<file path="config.mk">
export PLATFORM = sky130hd
export DESIGN_NAME = pwt_top
export DESIGN_NICKNAME = d
export VERILOG_FILES = /design/src/rtl/pwt_pkg.sv /design/src/rtl/pwt_prescaler.sv /design/src/rtl/pwt_edge_det.sv /design/src/rtl/pwt_core.sv /design/src/rtl/pwt_top.sv
export SDC_FILE = /design/constraint.sdc
export NUM_CORES = 1
export LEC_CHECK = 0
export BUFFER_PORTS_ARGS = -buffer_cell sky130_fd_sc_hd__buf_4
export CORE_UTILIZATION = 54
export DETAILED_ROUTE_END_ITERATION = 6
export PLACE_DENSITY = 0.85
export SETUP_SLACK_MARGIN = 0.4
export SLEW_MARGIN = 20
export SYNTH_ARGS = -nofsm -noshare
export SYNTH_HDL_FRONTEND = slang
export SYNTH_HIERARCHICAL = 1
export SYNTH_SLANG_ARGS = --single-unit
</file>
<file path="constraint.sdc">
create_clock -name clk -period 2.2 [get_ports clk]
set_input_delay 0.22 -clock clk [delete_from_list [all_inputs] [get_ports clk]]
set_output_delay 0.22 -clock clk [all_outputs]
set_load 0.01 [all_outputs]
</file>
<file path="src/rtl/pwt_pkg.sv">
package pwt_pkg;

    localparam int DW = 8;
    localparam int AW = 2;

    localparam logic [AW-1:0] A_CTRL1  = 2'd0;
    localparam logic [AW-1:0] A_CTRL2  = 2'd1;
    localparam logic [AW-1:0] A_RELOAD = 2'd2;
    localparam logic [AW-1:0] A_COUNT  = 2'd3;

    localparam int B_RUN  = 0;
    localparam int B_FLAG = 1;

    typedef enum logic [1:0] {
        CLK_DIV_A = 2'b00,
        CLK_DIV_B = 2'b01,
        CLK_DIV_C = 2'b10,
        CLK_OFF   = 2'b11
    } clk_sel_e;

    typedef enum logic [1:0] {
        EDG_HIGH_W   = 2'b00,
        EDG_CYC_RISE = 2'b01,
        EDG_CYC_FALL = 2'b10,
        EDG_LOW_W    = 2'b11
    } edge_sel_e;

    typedef struct packed {
        logic      meas;
        logic      one_shot;
        clk_sel_e  clk_sel;
        edge_sel_e edge_sel;
    } cfg_t;

    typedef enum logic [1:0] {
        ST_IDLE,
        ST_INTERVAL,
        ST_ARMED,
        ST_MEASURE
    } state_e;

    typedef struct packed {
        logic rise;
        logic fall;
    } edges_t;

    function automatic logic start_hit(edge_sel_e s, edges_t e);
        return (s == EDG_HIGH_W || s == EDG_CYC_RISE) ? e.rise : e.fall;
    endfunction

    function automatic logic stop_hit(edge_sel_e s, edges_t e);
        return (s == EDG_HIGH_W || s == EDG_CYC_FALL) ? e.fall : e.rise;
    endfunction

    function automatic logic [DW-1:0] cfg_to_byte(cfg_t c, logic t);
        return {c.meas, c.one_shot, t, 1'b0, c.clk_sel, c.edge_sel};
    endfunction

    function automatic cfg_t byte_to_cfg(logic [DW-1:0] b);
        cfg_t c;
        c.meas     = b[7];
        c.one_shot = b[6];
        c.clk_sel  = clk_sel_e'(b[3:2]);
        c.edge_sel = edge_sel_e'(b[1:0]);
        return c;
    endfunction

endpackage

</file>
<file path="src/rtl/pwt_prescaler.sv">
module pwt_prescaler
    import pwt_pkg::*;
#(
    parameter int PRE_W = 5,
    parameter int SH_A  = 1,
    parameter int SH_B  = 3,
    parameter int SH_C  = 5
) (
    input  logic     clk,
    input  logic     rst,
    input  clk_sel_e sel,
    output logic     tick
);
    localparam int NTAP = 3;
    localparam int SH [NTAP] = '{SH_A, SH_B, SH_C};

    logic [PRE_W-1:0] div_cnt;
    logic [NTAP-1:0]  tap;

    always_ff @(posedge clk) begin
        if (rst) div_cnt <= '0;
        else     div_cnt <= div_cnt + 1'b1;
    end

    for (genvar g = 0; g < NTAP; g++) begin : g_tap
        assign tap[g] = &div_cnt[SH[g]-1:0];
    end

    always_comb begin
        unique case (sel)
            CLK_DIV_A: tick = tap[0];
            CLK_DIV_B: tick = tap[1];
            CLK_DIV_C: tick = tap[2];
            default:   tick = 1'b0;
        endcase
    end

    // reserved select never advances the counter
    a_r6_reserved_no_tick: assert property (@(posedge clk) disable iff (rst)
        (sel == CLK_OFF) |-> !tick);

endmodule

</file>
<file path="src/rtl/pwt_edge_det.sv">
module pwt_edge_det
    import pwt_pkg::*;
(
    input  logic   clk,
    input  logic   rst,
    input  logic   pin,
    output edges_t edges
);
    logic pin_q;

    always_ff @(posedge clk) begin
        if (rst) pin_q <= 1'b0;
        else     pin_q <= pin;
    end

    assign edges.rise = pin & ~pin_q;
    assign edges.fall = ~pin & pin_q;

endmodule

</file>
<file path="src/rtl/pwt_core.sv">
module pwt_core
    import pwt_pkg::*;
(
    input  logic          clk,
    input  logic          rst,
    input  cfg_t          cfg,
    input  logic [DW-1:0] reload,
    input  logic          tick,
    input  edges_t        edges,
    input  logic          go,
    input  logic          halt,
    output state_e        state,
    output logic [DW-1:0] cnt,
    output logic [DW-1:0] capture,
    output logic          tout,
    output logic          uflow_evt,
    output logic          done_evt
);
    state_e        state_n;
    logic [DW-1:0] cnt_n, cap_n, cnt_step;
    logic          tout_n;
    logic          at_one, start_now, stop_now;

    assign at_one    = (cnt == DW'(1));
    assign cnt_step  = tick ? cnt - 1'b1 : cnt;
    assign start_now = start_hit(cfg.edge_sel, edges);
    assign stop_now  = stop_hit(cfg.edge_sel, edges);

    always_comb begin
        state_n   = state;
        cnt_n     = cnt;
        cap_n     = capture;
        tout_n    = tout;
        uflow_evt = 1'b0;
        done_evt  = 1'b0;
        unique case (state)
            ST_IDLE: begin
                if (go) begin
                    if (cfg.meas) begin
                        state_n = ST_ARMED;
                    end else begin
                        state_n = ST_INTERVAL;
                        cnt_n   = reload;
                    end
                end
            end
            ST_INTERVAL: begin
                if (halt) begin
                    state_n = ST_IDLE;
                end else if (tick) begin
                    if (at_one) begin
                        uflow_evt = 1'b1;
                        tout_n    = ~tout;
                        if (cfg.one_shot) begin
                            cnt_n   = '0;
                            state_n = ST_IDLE;
                        end else begin
                            cnt_n = reload;
                        end
                    end else begin
                        cnt_n = cnt - 1'b1;
                    end
                end
            end
            ST_ARMED: begin
                if (halt) begin
                    state_n = ST_IDLE;
                end else if (start_now) begin
                    cnt_n   = '1;
                    state_n = ST_MEASURE;
                end
            end
            default: begin
                if (halt) begin
                    state_n = ST_IDLE;
                end else begin
                    cnt_n = cnt_step;
                    if (tick && at_one) tout_n = ~tout;
                    if (stop_now) begin
                        cap_n    = {DW{1'b1}} - cnt_step;
                        done_evt = 1'b1;
                        state_n  = ST_IDLE;
                    end
                end
            end
        endcase
    end

    always_ff @(posedge clk) begin
        if (rst) begin
            state   <= ST_IDLE;
            cnt     <= '0;
            capture <= '0;
            tout    <= 1'b0;
        end else begin
            state   <= state_n;
            cnt     <= cnt_n;
            capture <= cap_n;
            tout    <= tout_n;
        end
    end

    // periodic mode restarts from the start value after a wrap
    a_r2_restart: assert property (@(posedge clk) disable iff (rst)
        (state == ST_INTERVAL && !halt && tick && at_one && !cfg.one_shot)
        |=> (cnt == $past(reload) && state == ST_INTERVAL));

    // single shot stops at zero after its first wrap
    a_r3_single_stop: assert property (@(posedge clk) disable iff (rst)
        (state == ST_INTERVAL && !halt && tick && at_one && cfg.one_shot)
        |=> (state == ST_IDLE && cnt == '0));

    // the output bit moves only on a 1-to-0 tick while counting
    a_r4_tout_on_wrap: assert property (@(posedge clk) disable iff (rst)
        !((state == ST_INTERVAL || state == ST_MEASURE) && !halt && tick && at_one)
        |=> $stable(tout));

    // a stop edge ends the measurement
    a_r10_stop_ends: assert property (@(posedge clk) disable iff (rst)
        (state == ST_MEASURE && !halt && stop_now) |=> (state == ST_IDLE));

    // an armed meter holds until its start edge
    a_r9_armed_waits: assert property (@(posedge clk) disable iff (rst)
        (state == ST_ARMED && !halt && !start_now) |=> (state == ST_ARMED));

endmodule

</file>
<file path="src/rtl/pwt_top.sv">
module pwt_top
    import pwt_pkg::*;
#(
    parameter int PRE_W = 5,
    parameter int SH_A  = 1,
    parameter int SH_B  = 3,
    parameter int SH_C  = 5
) (
    input  logic          clk,
    input  logic          rst,
    input  logic          wr_en,
    input  logic [AW-1:0] wr_addr,
    input  logic [DW-1:0] wr_data,
    input  logic [AW-1:0] rd_addr,
    output logic [DW-1:0] rd_data,
    input  logic          pulse_in,
    output logic          tout,
    output logic          irq
);
    cfg_t          cfg;
    logic [DW-1:0] reload;
    logic          flag;
    logic          tick, go, halt, run;
    logic          uflow_evt, done_evt;
    logic [DW-1:0] cnt, capture;
    state_e        state;
    edges_t        edges;
    logic          wr_c1, wr_c2, wr_rl;

    assign wr_c1 = wr_en && (wr_addr == A_CTRL1);
    assign wr_c2 = wr_en && (wr_addr == A_CTRL2);
    assign wr_rl = wr_en && (wr_addr == A_RELOAD);
    assign go    = wr_c1 &&  wr_data[B_RUN];
    assign halt  = wr_c1 && !wr_data[B_RUN];
    assign run   = (state != ST_IDLE);

    pwt_prescaler #(
        .PRE_W(PRE_W), .SH_A(SH_A), .SH_B(SH_B), .SH_C(SH_C)
    ) i_pre (
        .clk(clk), .rst(rst), .sel(cfg.clk_sel), .tick(tick)
    );

    pwt_edge_det i_edge (
        .clk(clk), .rst(rst), .pin(pulse_in), .edges(edges)
    );

    pwt_core i_core (
        .clk(clk), .rst(rst), .cfg(cfg), .reload(reload), .tick(tick),
        .edges(edges), .go(go), .halt(halt), .state(state), .cnt(cnt),
        .capture(capture), .tout(tout), .uflow_evt(uflow_evt),
        .done_evt(done_evt)
    );

    always_ff @(posedge clk) begin
        if (rst) begin
            cfg    <= byte_to_cfg('0);
            reload <= '0;
            flag   <= 1'b0;
        end else begin
            if (wr_c2 && !run) cfg <= byte_to_cfg(wr_data);
            if (wr_rl)         reload <= wr_data;
            if (uflow_evt || done_evt)       flag <= 1'b1;
            else if (wr_c1 && !wr_data[B_FLAG]) flag <= 1'b0;
        end
    end

    always_comb begin
        unique case (rd_addr)
            A_CTRL1:  rd_data = {{(DW-2){1'b0}}, flag, run};
            A_CTRL2:  rd_data = cfg_to_byte(cfg, tout);
            A_RELOAD: rd_data = reload;
            default:  rd_data = cfg.meas ? capture : cnt;
        endcase
    end

    assign irq = flag;

    // mode control is frozen while running
    a_r7_cfg_locked: assert property (@(posedge clk) disable iff (rst)
        run |=> $stable(cfg));

    // any wrap or completion leaves the flag set
    a_r5_flag_set: assert property (@(posedge clk) disable iff (rst)
        (uflow_evt || done_evt) |=> irq);

    // completion also drops the run bit
    a_r10_run_drops: assert property (@(posedge clk) disable iff (rst)
        done_evt |=> !run);

endmodule

</file>
==> results.md <==
- Status: complete, but fails checks
- Failing checks: negative setup slack
- Largest net degree at the start of global routing: 33
- Crit end category: flop
- Total clock buffers created by CTS: 5
- Hold WS: 153 ps
- Part of the cycle the worst path needs: 103%
- Async SR Flop Fraction: 0%
- Post-Syn Area: 2660 um2
- FF-to-FF setup slack: -60 ps
- CTS tree: built
- IO Pins: 26
- Final WL: 8.03 mm
- Routed wire per std cell: 18.7 um
- GRT Util Overall: 31.5%
- Synth Flop Type: dfxtp_1
- Sink Count: 40
- Max-cap viol count: 0
- Power Total: 3.41 mW
- Peak VDD IR: 591 uV
- Post-route DRC: 0
- Cell leakage power: 1.42 nW
- Hold Violations, Final: 0
- Initial drt markers: 274
- Switch Pwr: 1.44 mW
- RSZ-0062 raised after global routing: true
- Cell variety after synth: 57
- TritonRoute pass-1 iters: 5
- Sequential share of power: 27.2%
- Yosys warns: 6
- Worst endpoint required time: 2390 ps
- Worst-margin pin slew: 567 ps
- Syn_area_per_cell: 8.59 um2
- Gate Count Post-Synth: 310
- Initial Util: 56.4%
- Horiz. Die Dim: 72.2 um
- Core area: 4720 um2
- Kind of critical path: flop to flop
- PortBufs: 25
- Worst setup SP type: flop
- Fmax: 442 MHz
- Final setup violation count: 7
- Slowest cell delay on critical path: 340 ps
- CTS root buf: clkbuf_8
- CP Max Fanout: 4
- Place WS: -207 ps
- H-tree levels: 2
- Chip height: 72.2 um
- Nets: 386
- Switching share of power: 42.2%
- N_diodes: 0
- Max-slew violations: 0
- Sequential area share after synthesis: 30.1%
- Crit path max-delay cell type: dfxtp_2
- HPWL after DPL: 5.03 mm
- Row Count: 25
- Global route overflow: 0
- Die ar.: 5220 um2
- EDFF count, synth: 0
- Number of global-route vias before repair: 2539
- CP cell instances: ha_4 > and3_4 > ha_4 > mux2i_2 > o21ai_2 > buf_4 > buf_6 > nand2b_4 > nand2_4 > nand4_1 > buf_4 > a21oi_4 > a32o_1
- Slew margin rel.: 62.1%
- Syn_nets: 335
- DR vias/cell: 6.24
- Hold Crit Class: primary input to flop
- P&R area growth vs syn: 32.0%
- Share of cells above drive strength 1: 36.2%
- FF+latch count, synth: 40
- Max Clock Skew: 10.4 ps
- Comb power frac: 58.4%
- Crit path DAT: 2450 ps
- Cell Int Power: 1.97 mW
- Antenna violations before repair: 0
- Routed via count: 2677
- Clock Latency Late Sink: 300 ps
- Clock share of power: 14.4%
- First-pass GRT wire length: 12.4 mm
- ANT nets after route: 0
- Final min period: 2260 ps
- Final worst slack: -60.8 ps
- CTS max path bufs: 2
- Clk slew on worst S/H paths: 80 ps
- RePlAce Congestion: 0.962
- Cts hold-fix bufs: 0
- P per Cell Area: 970 nW/um2
[cells by family (layout without fill, tap and decap cells)]
logic type / Yosys count / after routing / synth area share (%)
and+or+nand+nor: 106 / 107 / 21.9
AOI/OAI and AO/OA: 73 / 73 / 19.0
DFF: 40 / 40 / 30.1
buffers and inverters: 37 / 88 / 6.81
muxes: 35 / 35 / 14.7
xor gates and xnor gates: 10 / 10 / 3.29
adders and majority gates: 9 / 9 / 4.23
[timing repair]
action                     4_1_cts  5_1_grt
gates cloned                     1        0
setup endpoints to repair       24       24
resized for setup               52       18
setup buffers                   14        5
pin swaps                       17        8
[placed cells by master, fill, tap and decap left out, types with 8 or more instances in the layout]
cell type  instances
nand2b_1          14
mux2i_1           29
buf_6             10
a21oi_1           14
inv_1             15
buf_4             53
nor2b_1            8
dfxtp_1           33
o21ai_0           10
nor2_1            24
nand2_1           19
[Yosys cell counts, types with 2 or more instances]
cell	number	area share (%)
o21ai_0	16	3.0
a22o_1	2	0.66
inv_1	15	2.1
nand3b_1	3	0.85
xor2_1	2	0.66
nand2_1	21	3.0
o41ai_1	2	0.66
o32ai_1	2	0.66
a21oi_1	17	3.2
a31oi_1	4	0.94
dfxtp_1	40	30
xnor2_1	8	2.6
nand2b_1	15	3.5
or2_2	2	0.47
a41o_1	3	1.1
a32o_1	3	1.1
a21o_1	4	1.1
a211oi_1	5	1.4
nor4_2	2	0.94
clkbuf_1	9	1.3
nor2b_1	8	1.9
nand3_1	4	0.75
mux4_2	2	1.7
nor2_1	28	3.9
buf_4	3	0.85
a311oi_1	3	0.99
and4_1	2	0.66
mux2_4	3	1.7
a221oi_1	3	0.99
nor3_1	5	0.94
ha_1	9	4.2
nand4_1	3	0.70
buf_2	7	1.3
buf_6	3	1.3
mux2i_1	30	11
[through the flow]
step | std cells | setup TNS [ps] | area [um2] | util, %
3_3_place_gp | 401 | -204 | 2990 | 63.3
3_5_place_dp | 401 | -696 | 2990 | 63.3
4_1_cts | 424 | -4.12 | 3400 | 72.0
6_report | 429 | -190 | 3510 | 74.4
5_1_grt | 429 | -550 | 3510 | 74.4
2_1_floorplan | 310 | 0 | 2690 | -
[routing by layer]
| metal | global-route usage [%] | vias to the layer above | share of wire [%] |
|---|---|---|---|
| met4 | 21.6 | 0 | 6.2 |
| met1 | 35.6 | 1238 | 38 |
| li1 | - | 1221 | - |
| met3 | 6.25 | 45 | 7.4 |
| met2 | 53.6 | 173 | 48 |
| met5 | 0 | - | 0 |
[registers in the layout (all words and copies together), names as in the netlist]
signal,flops
i_core/state,2
reload,8
i_edge/pin_q,1
cfg,6
i_core/capture,8
i_core/tout,1
i_core/cnt,8
i_pre/div_cnt,5
irq,1
[worst max-delay path, delay by kind of cell, from the launching register on]
family,cells,cell delay (ps)
AND/OR/NAND/NOR,4,540
buffers and inverters,3,430
flip-flops,1,340
AO/OA/AOI/OAI,3,340
adder cells (fa/ha/maj),2,310
multiplexers,1,200
[area by class of cell]
type	instances	area (um2)
clock buffers	7	76.3
repair buffers	65	541
fillers	315	1210
clock inverters	1	8.76
multi-input cells	234	1940
well taps	67	83.8
inverters	15	56.3
flip-flops and latches	40	812
[power groups by stage]
stage	clock network [mW]	logic, mW	registers (mW)
floorplan	0	1.12	0.887
global placement	0	1.42	0.917
detailed placement	0	1.45	0.923
CTS	0.500	1.77	0.915
global route	0.521	2.11	0.937
finish	0.490	1.99	0.928
[path summary, 6_finish.rpt]
path / start / end / depth (start not counted)
min reg2reg: i_core/capture[6]$_SDFFE_PP0P_ / i_core/capture[6]$_SDFFE_PP0P_ / 2
min: wr_data[4] / reload[4]$_SDFFE_PP0P_ / 3
max reg2reg: i_pre/div_cnt[1]$_SDFF_PP0_ / i_core/cnt[6]$_SDFFE_PP0P_ / 13
max: i_pre/div_cnt[1]$_SDFF_PP0_ / i_core/cnt[6]$_SDFFE_PP0P_ / 13
(Power assumes the default switching activity.)
